**config.mk**
```make
export PLATFORM = sky130hd
export DESIGN_NAME = cfg_stream
export DESIGN_NICKNAME = d
export VERILOG_FILES = /design/src/rtl/cfg_stream_pkg.sv /design/src/rtl/cfg_stream_lut.sv /design/src/rtl/cfg_stream_pacer.sv /design/src/rtl/cfg_stream_buf.sv /design/src/rtl/cfg_stream.sv
export SDC_FILE = /design/constraint.sdc
export NUM_CORES = 1
export LEC_CHECK = 0
export CAP_MARGIN = 20
export CORE_UTILIZATION = 25
export DETAILED_ROUTE_END_ITERATION = 10
export GPL_TIMING_DRIVEN = 0
export PLACE_DENSITY_LB_ADDON = 0.05
export SETUP_SLACK_MARGIN = 0.5
export SKIP_LAST_GASP = 1
export SYNTH_ARGS = -nofsm -noshare
export SYNTH_HDL_FRONTEND = slang
export SYNTH_SLANG_ARGS = --single-unit
```
**constraint.sdc**
```tcl
create_clock -name clk_i -period 1.8 [get_ports clk_i]
set_input_delay 0.54 -clock clk_i [delete_from_list [all_inputs] [get_ports clk_i]]
set_output_delay 0.54 -clock clk_i [all_outputs]
set_load 0.05 [all_outputs]
```
**src/rtl/cfg_stream_pkg.sv**
```systemverilog
package cfg_stream_pkg;
  typedef enum logic {
    BUS_NARROW = 1'b0,
    BUS_WIDE   = 1'b1
  } bus_width_e;

  localparam int unsigned KNOWN_SUB_MAX = 2;
endpackage

```
**src/rtl/cfg_stream_lut.sv**
```systemverilog
module cfg_stream_lut #(
  parameter int unsigned MODE_W  = 5,
  parameter int unsigned RATIO_W = 2
) (
  input  logic [MODE_W-1:0]  mode_i,
  output logic               width_o,
  output logic [RATIO_W-1:0] ratio_o,
  output logic               unknown_o
);
  import cfg_stream_pkg::*;

  logic [1:0] sub;
  logic       hi_clear;
  logic       known;

  assign sub      = mode_i[1:0];
  assign hi_clear = (mode_i >> 4) == '0;
  assign known    = hi_clear && (int'(sub) <= KNOWN_SUB_MAX);

  // bit 2 selects a speed grade that does not change width or ratio
  always_comb begin
    width_o   = 1'b0;
    ratio_o   = '0;
    unknown_o = !known;
    if (known) begin
      width_o = mode_i[3];
      if (bus_width_e'(mode_i[3]) == BUS_WIDE)
        ratio_o = (sub == 2'd0) ? '0 : RATIO_W'(sub) + RATIO_W'(1);
      else
        ratio_o = RATIO_W'(sub);
    end
  end


  always_comb narrow_ratio_chk: assert (unknown_o || width_o || ratio_o != RATIO_W'(3));
endmodule

```
**src/rtl/cfg_stream_pacer.sv**
```systemverilog
module cfg_stream_pacer #(
  parameter int unsigned RATIO_W = 2
) (
  input  logic               clk_i,
  input  logic               rst_ni,
  input  logic               start_i,
  input  logic               width_i,
  input  logic [RATIO_W-1:0] ratio_i,
  output logic               busy_o,
  output logic               wide_o,
  output logic               advance_o,
  output logic               dclk_o
);
  localparam int unsigned MAX_DIV = 1 << ((1 << RATIO_W) - 1);
  localparam int unsigned PH_W    = $clog2(2 * MAX_DIV);

  logic               busy_q, wid_q, item_q;
  logic [RATIO_W-1:0] rat_q;
  logic [PH_W-1:0]    ph_q, one_hot, ph_lim;
  logic               last_ph, last_item;

  assign one_hot   = PH_W'(1) << rat_q;
  assign ph_lim    = PH_W'((one_hot << 1) - PH_W'(1));
  assign last_ph   = ph_q == ph_lim;
  assign last_item = wid_q | item_q;

  always_ff @(posedge clk_i or negedge rst_ni) begin
    if (!rst_ni) begin
      busy_q <= 1'b0;
      wid_q  <= 1'b0;
      item_q <= 1'b0;
      rat_q  <= '0;
      ph_q   <= '0;
    end else if (start_i) begin
      busy_q <= 1'b1;
      wid_q  <= width_i;
      rat_q  <= ratio_i;
      item_q <= 1'b0;
      ph_q   <= '0;
    end else if (busy_q) begin
      if (last_ph) begin
        ph_q <= '0;
        if (last_item) busy_q <= 1'b0;
        else           item_q <= 1'b1;
      end else begin
        ph_q <= ph_q + PH_W'(1);
      end
    end
  end

  assign busy_o    = busy_q;
  assign wide_o    = wid_q;
  assign advance_o = busy_q & last_ph & ~last_item;
  assign dclk_o    = busy_q & ph_q[0];


  settings_hold_chk: assert property (@(posedge clk_i) disable iff (!rst_ni)
    (busy_q && !(last_ph && last_item)) |=> ($stable(rat_q) && $stable(wid_q)));


  dclk_toggle_chk: assert property (@(posedge clk_i) disable iff (!rst_ni)
    (busy_q && !last_ph) |=> (dclk_o != $past(dclk_o)));
endmodule

```
**src/rtl/cfg_stream_buf.sv**
```systemverilog
module cfg_stream_buf #(
  parameter int unsigned DATA_W = 32
) (
  input  logic              clk_i,
  input  logic              rst_ni,
  input  logic              load_i,
  input  logic [DATA_W-1:0] data_i,
  input  logic              advance_i,
  input  logic              wide_i,
  output logic [DATA_W-1:0] data_o
);
  localparam int unsigned HALF_W = DATA_W / 2;

  logic [DATA_W-1:0] sh_q;

  always_ff @(posedge clk_i or negedge rst_ni) begin
    if (!rst_ni)        sh_q <= '0;
    else if (load_i)    sh_q <= data_i;
    else if (advance_i) sh_q <= sh_q >> HALF_W;
  end

  assign data_o = wide_i ? sh_q : {{HALF_W{1'b0}}, sh_q[HALF_W-1:0]};
endmodule

```
**src/rtl/cfg_stream.sv**
```systemverilog
module cfg_stream #(
  parameter int unsigned DATA_W  = 32,
  parameter int unsigned RATIO_W = 2,
  parameter int unsigned MODE_W  = 5
) (
  input  logic               clk_i,
  input  logic               rst_ni,
  input  logic               cfg_en_i,
  input  logic               width_sel_i,
  input  logic [RATIO_W-1:0] ratio_sel_i,
  input  logic               wr_valid_i,
  input  logic [DATA_W-1:0]  wr_data_i,
  output logic               wr_ready_o,
  output logic               dclk_o,
  output logic [DATA_W-1:0]  cfg_data_o,
  input  logic [MODE_W-1:0]  mode_sel_i,
  output logic               mode_width_o,
  output logic [RATIO_W-1:0] mode_ratio_o,
  output logic               mode_unknown_o
);
  logic busy, wide, advance, accept;

  assign wr_ready_o = ~busy;
  assign accept     = wr_valid_i & wr_ready_o & cfg_en_i;

  cfg_stream_pacer #(.RATIO_W(RATIO_W)) u_pacer (
    .clk_i    (clk_i),
    .rst_ni   (rst_ni),
    .start_i  (accept),
    .width_i  (width_sel_i),
    .ratio_i  (ratio_sel_i),
    .busy_o   (busy),
    .wide_o   (wide),
    .advance_o(advance),
    .dclk_o   (dclk_o)
  );

  cfg_stream_buf #(.DATA_W(DATA_W)) u_buf (
    .clk_i    (clk_i),
    .rst_ni   (rst_ni),
    .load_i   (accept),
    .data_i   (wr_data_i),
    .advance_i(advance),
    .wide_i   (wide),
    .data_o   (cfg_data_o)
  );

  cfg_stream_lut #(.MODE_W(MODE_W), .RATIO_W(RATIO_W)) u_lut (
    .mode_i   (mode_sel_i),
    .width_o  (mode_width_o),
    .ratio_o  (mode_ratio_o),
    .unknown_o(mode_unknown_o)
  );


  data_on_low_chk: assert property (@(posedge clk_i) disable iff (!rst_ni)
    !$stable(cfg_data_o) |-> !dclk_o);


  drop_disabled_chk: assert property (@(posedge clk_i) disable iff (!rst_ni)
    (wr_valid_i && wr_ready_o && !cfg_en_i) |=> (wr_ready_o && !dclk_o));
endmodule

```
# Word-level counts from Yosys, hierarchy flattened
# Cells that the tools add are included.
word_totals:
  register_bits: 41
  inputBits: 44
  out_inout_bits: 38
  word_cells: 47
op_classes:
  addsub: 3
  n_lt_le_gt_ge: 1
  eq_ne: 2
  shifts: 1
  muxes: 18
  bitwise: 8
  reduce_logical: 8
op_table:
  columns: ["op", "n"]
  rows:
  - ["32-bit 2-to-1 mux", 3]
  - ["4-bit 2-to-1 mux", 3]
  - ["1-bit 2-to-1 mux", 9]
  - ["2-bit 2-to-1 mux", 3]
  - ["2-bit nonzero test", 3]
  - ["1-bit AND", 5]
  - ["5-bit logical NOT", 1]
  - ["4-bit by 1-bit adder with 4-bit output, second input constant", 1]
  - ["4-bit == test", 1]
  - ["4-bit by 1-bit subtractor with 4-bit output, second input constant", 1]
  - ["3-bit AND reduction", 1]
  - ["1-bit by 2-bit << shifter with 3-bit output, first input constant", 1]
  - ["2-bit by 1-bit adder with 2-bit output, second input constant", 1]
  - ["2-bit less-or-equal comparator, second input constant", 1]
  - ["2-bit logical NOT", 1]
  - ["2-bit inequality test, second input constant", 1]
  - ["1-bit inverter", 2]
  - ["1-bit logical AND", 1]
  - ["1-bit logical NOT", 1]
  - ["1-bit OR", 1]

# Logic depth before layout (Yosys ltp)
depth:
  ltp_word: 7
  depth_mapped: 6
  ltp_nobuf: 5

# Modules after synthesis
# From an unflattened synthesis, not the netlist that was laid out.
hier_totals:
  hier_cells: 230
  area_unflattened_um2: 2259.7
by_module_without_submodules:
  columns: ["mod", "n_inst", "cells_each", "area_per_inst_um2", "seq_area_each_um2"]
  rows:
  - ["cfg_stream_buf", 1, 172, 1685.4, 800.8]
  - ["cfg_stream_pacer", 1, 45, 481.7, 225.2]
  - ["cfg_stream_lut", 1, 11, 80.1, 0.0]
  - ["cfg_stream", 1, 2, 12.5, 0.0]

# Worst setup path after synthesis
# Ideal clock, no wire load.
synth_path:
  kind: "input -> output"
  startpoint: "input port mode_sel_i[0]"
  endpoint: "output port mode_ratio_o[0]"
  arrival_time_ns: 1.854
  required_ns: 1.260
  setup_slack_ns: -0.594
  cell_stages: 3
  path_buffers: 0
  cell_sequence: "ha_1 or2_2 nor2_1"
synth_between:
  elab_chain_len: 4
  elab_cells_between_ends: 7
  cone_classes: "add/sub: 1; order compare: 1; mux: 3; reduce/logical: 2"
synth_lines:
  columns: ["element", "line", "source"]
  rows:
  - ["start, declared", "cfg_stream.sv:16", "input logic [MODE_W-1:0] mode_sel_i,"]
  - ["2-bit by 1-bit adder with 2-bit output / 2-bit logical NOT (equally long branches)", "cfg_stream_lut.sv:28", "ratio_o = (sub == 2'd0) ? '0 : RATIO_W'(sub) + RATIO_W'(1);"]
  - ["2-bit 2-to-1 mux", "cfg_stream_lut.sv:28", null]
  - ["2-bit 2-to-1 mux", "cfg_stream_lut.sv:27", "if (bus_width_e'(mode_i[3]) == BUS_WIDE)"]
  - ["2-bit 2-to-1 mux *", "cfg_stream_lut.sv:25", "if (known) begin"]
  - ["end, declared", "cfg_stream.sv:18", "output logic [RATIO_W-1:0] mode_ratio_o,"]
# Every way passes the cells marked *; elsewhere a longest branch is shown, timed or not.

# Worst setup path in the final report
layout_path:
  startpoint: "register u_pacer.ph_q[2]"
  endpoint: "register u_buf.sh_q[12]"
layout_between:
  elab_chain_len: 4
layout_lines:
  columns: ["element", "line", "source"]
  rows:
  - ["start, declared", "cfg_stream_pacer.sv:19", "logic [PH_W-1:0] ph_q, one_hot, ph_lim;"]
  - ["start signal, assigned", "cfg_stream_pacer.sv:46", "ph_q <= ph_q + PH_W'(1);"]
  - ["4-bit == test", "cfg_stream_pacer.sv:24", "assign last_ph = ph_q == ph_lim;"]
  - ["1-bit AND (2 in series)", "cfg_stream_pacer.sv:53", "assign advance_o = busy_q & last_ph & ~last_item;"]
  - ["2-bit nonzero test (no source line)", null, null]
  - ["end signal, assigned", "cfg_stream_buf.sv:18", "else if (load_i) sh_q <= data_i;"]
  - ["end signal, assigned", "cfg_stream_buf.sv:19", "else if (advance_i) sh_q <= sh_q >> HALF_W;"]
  - ["end, declared", "cfg_stream_buf.sv:14", "logic [DATA_W-1:0] sh_q;"]
# Every way passes these cells.
# A chain may end at the register's enable or synchronous reset.

==> flow_metrics.tcl <==
set metrics [dict create \
    status "finished, violations left" \
    violations "negative setup slack" \
    cp_cell_sequence "or3_4 -> nor3_4 -> buf_6 -> o2111ai_4 -> clkbuf_16 -> nand3_2 -> o211ai_1" \
    core_area_mm2 0.008217 \
    postRouteAntennaNets 0 \
    min_path_type "input port to async pin" \
    io_buffers 80 \
    grt_pass1_wl_um 11280 \
    synth_area_leaders "dfrtp_1 (49%), nand2_1 (12%), buf_4 (5.7%)" \
    slew_headroom 0.6861 \
    clock_sinks 41 \
    place_ws_ns -1.260 \
    fin_ws_ns -0.08845 \
    arrival_ns 2.06 \
    final_cells 473 \
    ios 82 \
    syn_nets 281 \
    hold_slack_ns 0.1778 \
    vias 2100 \
    drt-total-wl_um 7228 \
    slowest_delay_ns 0.41 \
    nets 415 \
    cts.htree.levels 2 \
    yosysSeqAreaShare 0.4852 \
    ys.warnings.count 0 \
    final_layout_size_suffix_gt1_frac 0.5163 \
    worstSetupPathType "register to register" \
    grt_pass1_vias 2165 \
    first_pass_iters 3 \
    dp_cells 420 \
    yosysUniqueCellTypes 28 \
    dpl.hpwl_um 4574 \
    finalClockSkew_ns 0.01133 \
    post-route-min-period_ns 1.888 \
    drt_iter0_markers 57 \
    antenna_found_initial 0 \
    syn_inst 234 \
    p_leak_nw 1.851 \
    grt_max_degree 26 \
    place_congestion 0.7327 \
    rows 33 \
    maxCapViolCount 0 \
    via_per_inst 4.440 \
    diodes 0 \
    die_height_um 93.97 \
    vdd_drop_max_v 0.0006714 \
    synth-seq-cells 41 \
    cp.required_ns 1.97 \
    track_usage 0.1716 \
    tightest_slew_ns 0.4706 \
    worstPathMaxFanout 7 \
    clk_latency_ns 0.29 \
    power_density_mw_per_mm2 1700 \
    synth_top_area_frac 0.4852 \
    slowest_stage "dfrtp_1" \
    cts_tree "yes" \
    clock.fmax_ghz 0.5295 \
    rsz0062_at_grt "true" \
    routedWlPerCell_um 15.28 \
    end_kind "register" \
    netlist_area_mm2 0.002115 \
    drc_errors 0 \
    startpoint_type "register" \
    die-area_mm2 0.008829 \
    area.growth.synth_to_final_pct 96.33 \
    fillCellCount 809 \
    hold_viol 0 \
    syn_area_per_cell_um2 9.036 \
    setup_viol 29 \
    ctsLongestPathBuffers 2 \
    cts_buffers 5 \
    grt_overflow 0 \
    start_util 0.2573 \
    slew_violations 0 \
    synth_top_cell_by_area "dfrtp_1" \
    clkTransAtPathRegs_ns 0.08 \
    cts_root_buf "clkbuf_8" \
    die_width_um 93.97 \
    final.period_utilization 1.049 \
    cts_hold_buf 0 \
]
[kinds of logic (layout without fill, tap and decap cells)]
| kind of cell | Yosys count | count (layout) | share of synthesized area |
|---|---|---|---|
| xor+xnor | 2 | 2 | 0.008286 |
| mux | 1 | 1 | 0.004734 |
| buf+inv | 31 | 165 | 0.09763 |
| simple gates | 115 | 115 | 0.2580 |
| fa+ha+maj | 3 | 3 | 0.01775 |
| compound gates | 41 | 41 | 0.1284 |
| flops | 41 | 41 | 0.4852 |
[path summary, 6_finish.rpt]
path | startpoint | endpoint | slack (ns) | cells after the start
max | u_pacer.ph_q[2] | u_buf.sh_q[12] | -0.09 | 7
min | rst_ni | u_buf.sh_q[23] | 0.18 | 1
max reg2reg | u_pacer.ph_q[2] | u_buf.sh_q[12] | -0.09 | 7
min reg2reg | u_buf.sh_q[10] | u_buf.sh_q[10] | 0.55 | 2
max in group asynchronous | rst_ni | u_pacer.ph_q[0] | 1.12 | 2
min in group clk_i | u_buf.sh_q[10] | u_buf.sh_q[10] | 0.55 | 2
[cells in the mapped netlist]
| cell type | n |
|---|---|
| nor3_4 | 1 |
| o21ai_0 | 3 |
| mux2i_1 | 1 |
| o22ai_2 | 1 |
| nor2_1 | 6 |
| dlygate4sd1_1 | 2 |
| dfrtp_1 | 41 |
| a32o_1 | 1 |
| dlymetal6s2s_1 | 1 |
| o211ai_1 | 16 |
| nor4_4 | 1 |
| o2111ai_2 | 1 |
| a21oi_1 | 18 |
| clkbuf_1 | 5 |
| xor2_1 | 1 |
| or2_2 | 1 |
| nand3_1 | 21 |
| inv_1 | 3 |
| nand2_1 | 65 |
| buf_2 | 3 |
| o21ai_2 | 1 |
| ha_1 | 3 |
| buf_4 | 16 |
| nand4b_1 | 2 |
| buf_6 | 1 |
| xnor2_1 | 1 |
| and2_1 | 17 |
| or3_1 | 1 |
[routing by layer]
metal / vias to the layer above / track usage / wire, µm
li1: 1046 / - / -
met1: 996 / 0.2356 / 3384
met2: 50 / 0.2792 / 3507
met3: 8 / 0.02913 / 267
met4: 0 / 0.04231 / 68
met5: - / 0 / 0
[through the flow]
stage	cell area (µm²)	utilization	total power [mW]	setup TNS [ns]
after floorplan	2382	-	4.216	-0.07839
after global placement	3314	0.4034	5.195	-76.16
after detailed placement	3329	0.4052	5.222	-30.65
after CTS	3867	0.4707	6.701	-3.044
after global routing	4151	0.5053	7.483	-3.461
final	4151	0.5053	7.058	-1.806
[what timing repair did]
item                       in CTS  in global routing
gates cloned                    2                  2
setup endpoints to repair      78                 78
setup buffers                  30                 12
resized for setup             328                 53
pin swaps                      13                 19
[report_power, final]
| group | internal [mW] | switching (mW) |
|---|---|---|
| logic | 2.37 | 2.37 |
| clock network | 0.305 | 0.317 |
| registers | 1.35 | 0.345 |
[area by class of cell]
cell class                 instances  area, µm²  area share
clock buffer                       7      86.33     0.02080
sequential                        41       1028      0.2477
timing repair buffer             127       1384      0.3333
inverter                           3      17.52    0.004219
tap                              105      131.4     0.03165
buffer                            28      337.8     0.08137
multi-input combinational        162       1166      0.2809
[critical path: cells and delay by family (launching register included)]
family	cells	cell delay, ns
DFF	1	0.41
and+or+nand+nor	3	0.62
buffers and inverters	2	0.40
AOI/OAI and AO/OA	2	0.34
[cells in the final DEF, fill, tap and decap left out, types with 4 or more instances in the layout]
cell type / n
a21oi_1: 5
a21oi_2: 13
and2_4: 17
buf_4: 31
buf_6: 43
buf_8: 32
clkbuf_8: 7
clkdlybuf4s50_1: 35
dfrtp_1: 39
nand2_1: 61
nand2_2: 4
nand3_1: 6
nand3_2: 14
nor2_4: 5
o211ai_1: 16
[sequential cells by signal, indices dropped and copies added, names as in the netlist]
register / count
u_pacer.item_q: 1
u_pacer.wide_o: 1
u_pacer.busy_o: 1
u_pacer.ph_q: 4
u_pacer.rat_q: 2
u_buf.sh_q: 32
No activity file was read; power rests on OpenSTA's default activity.
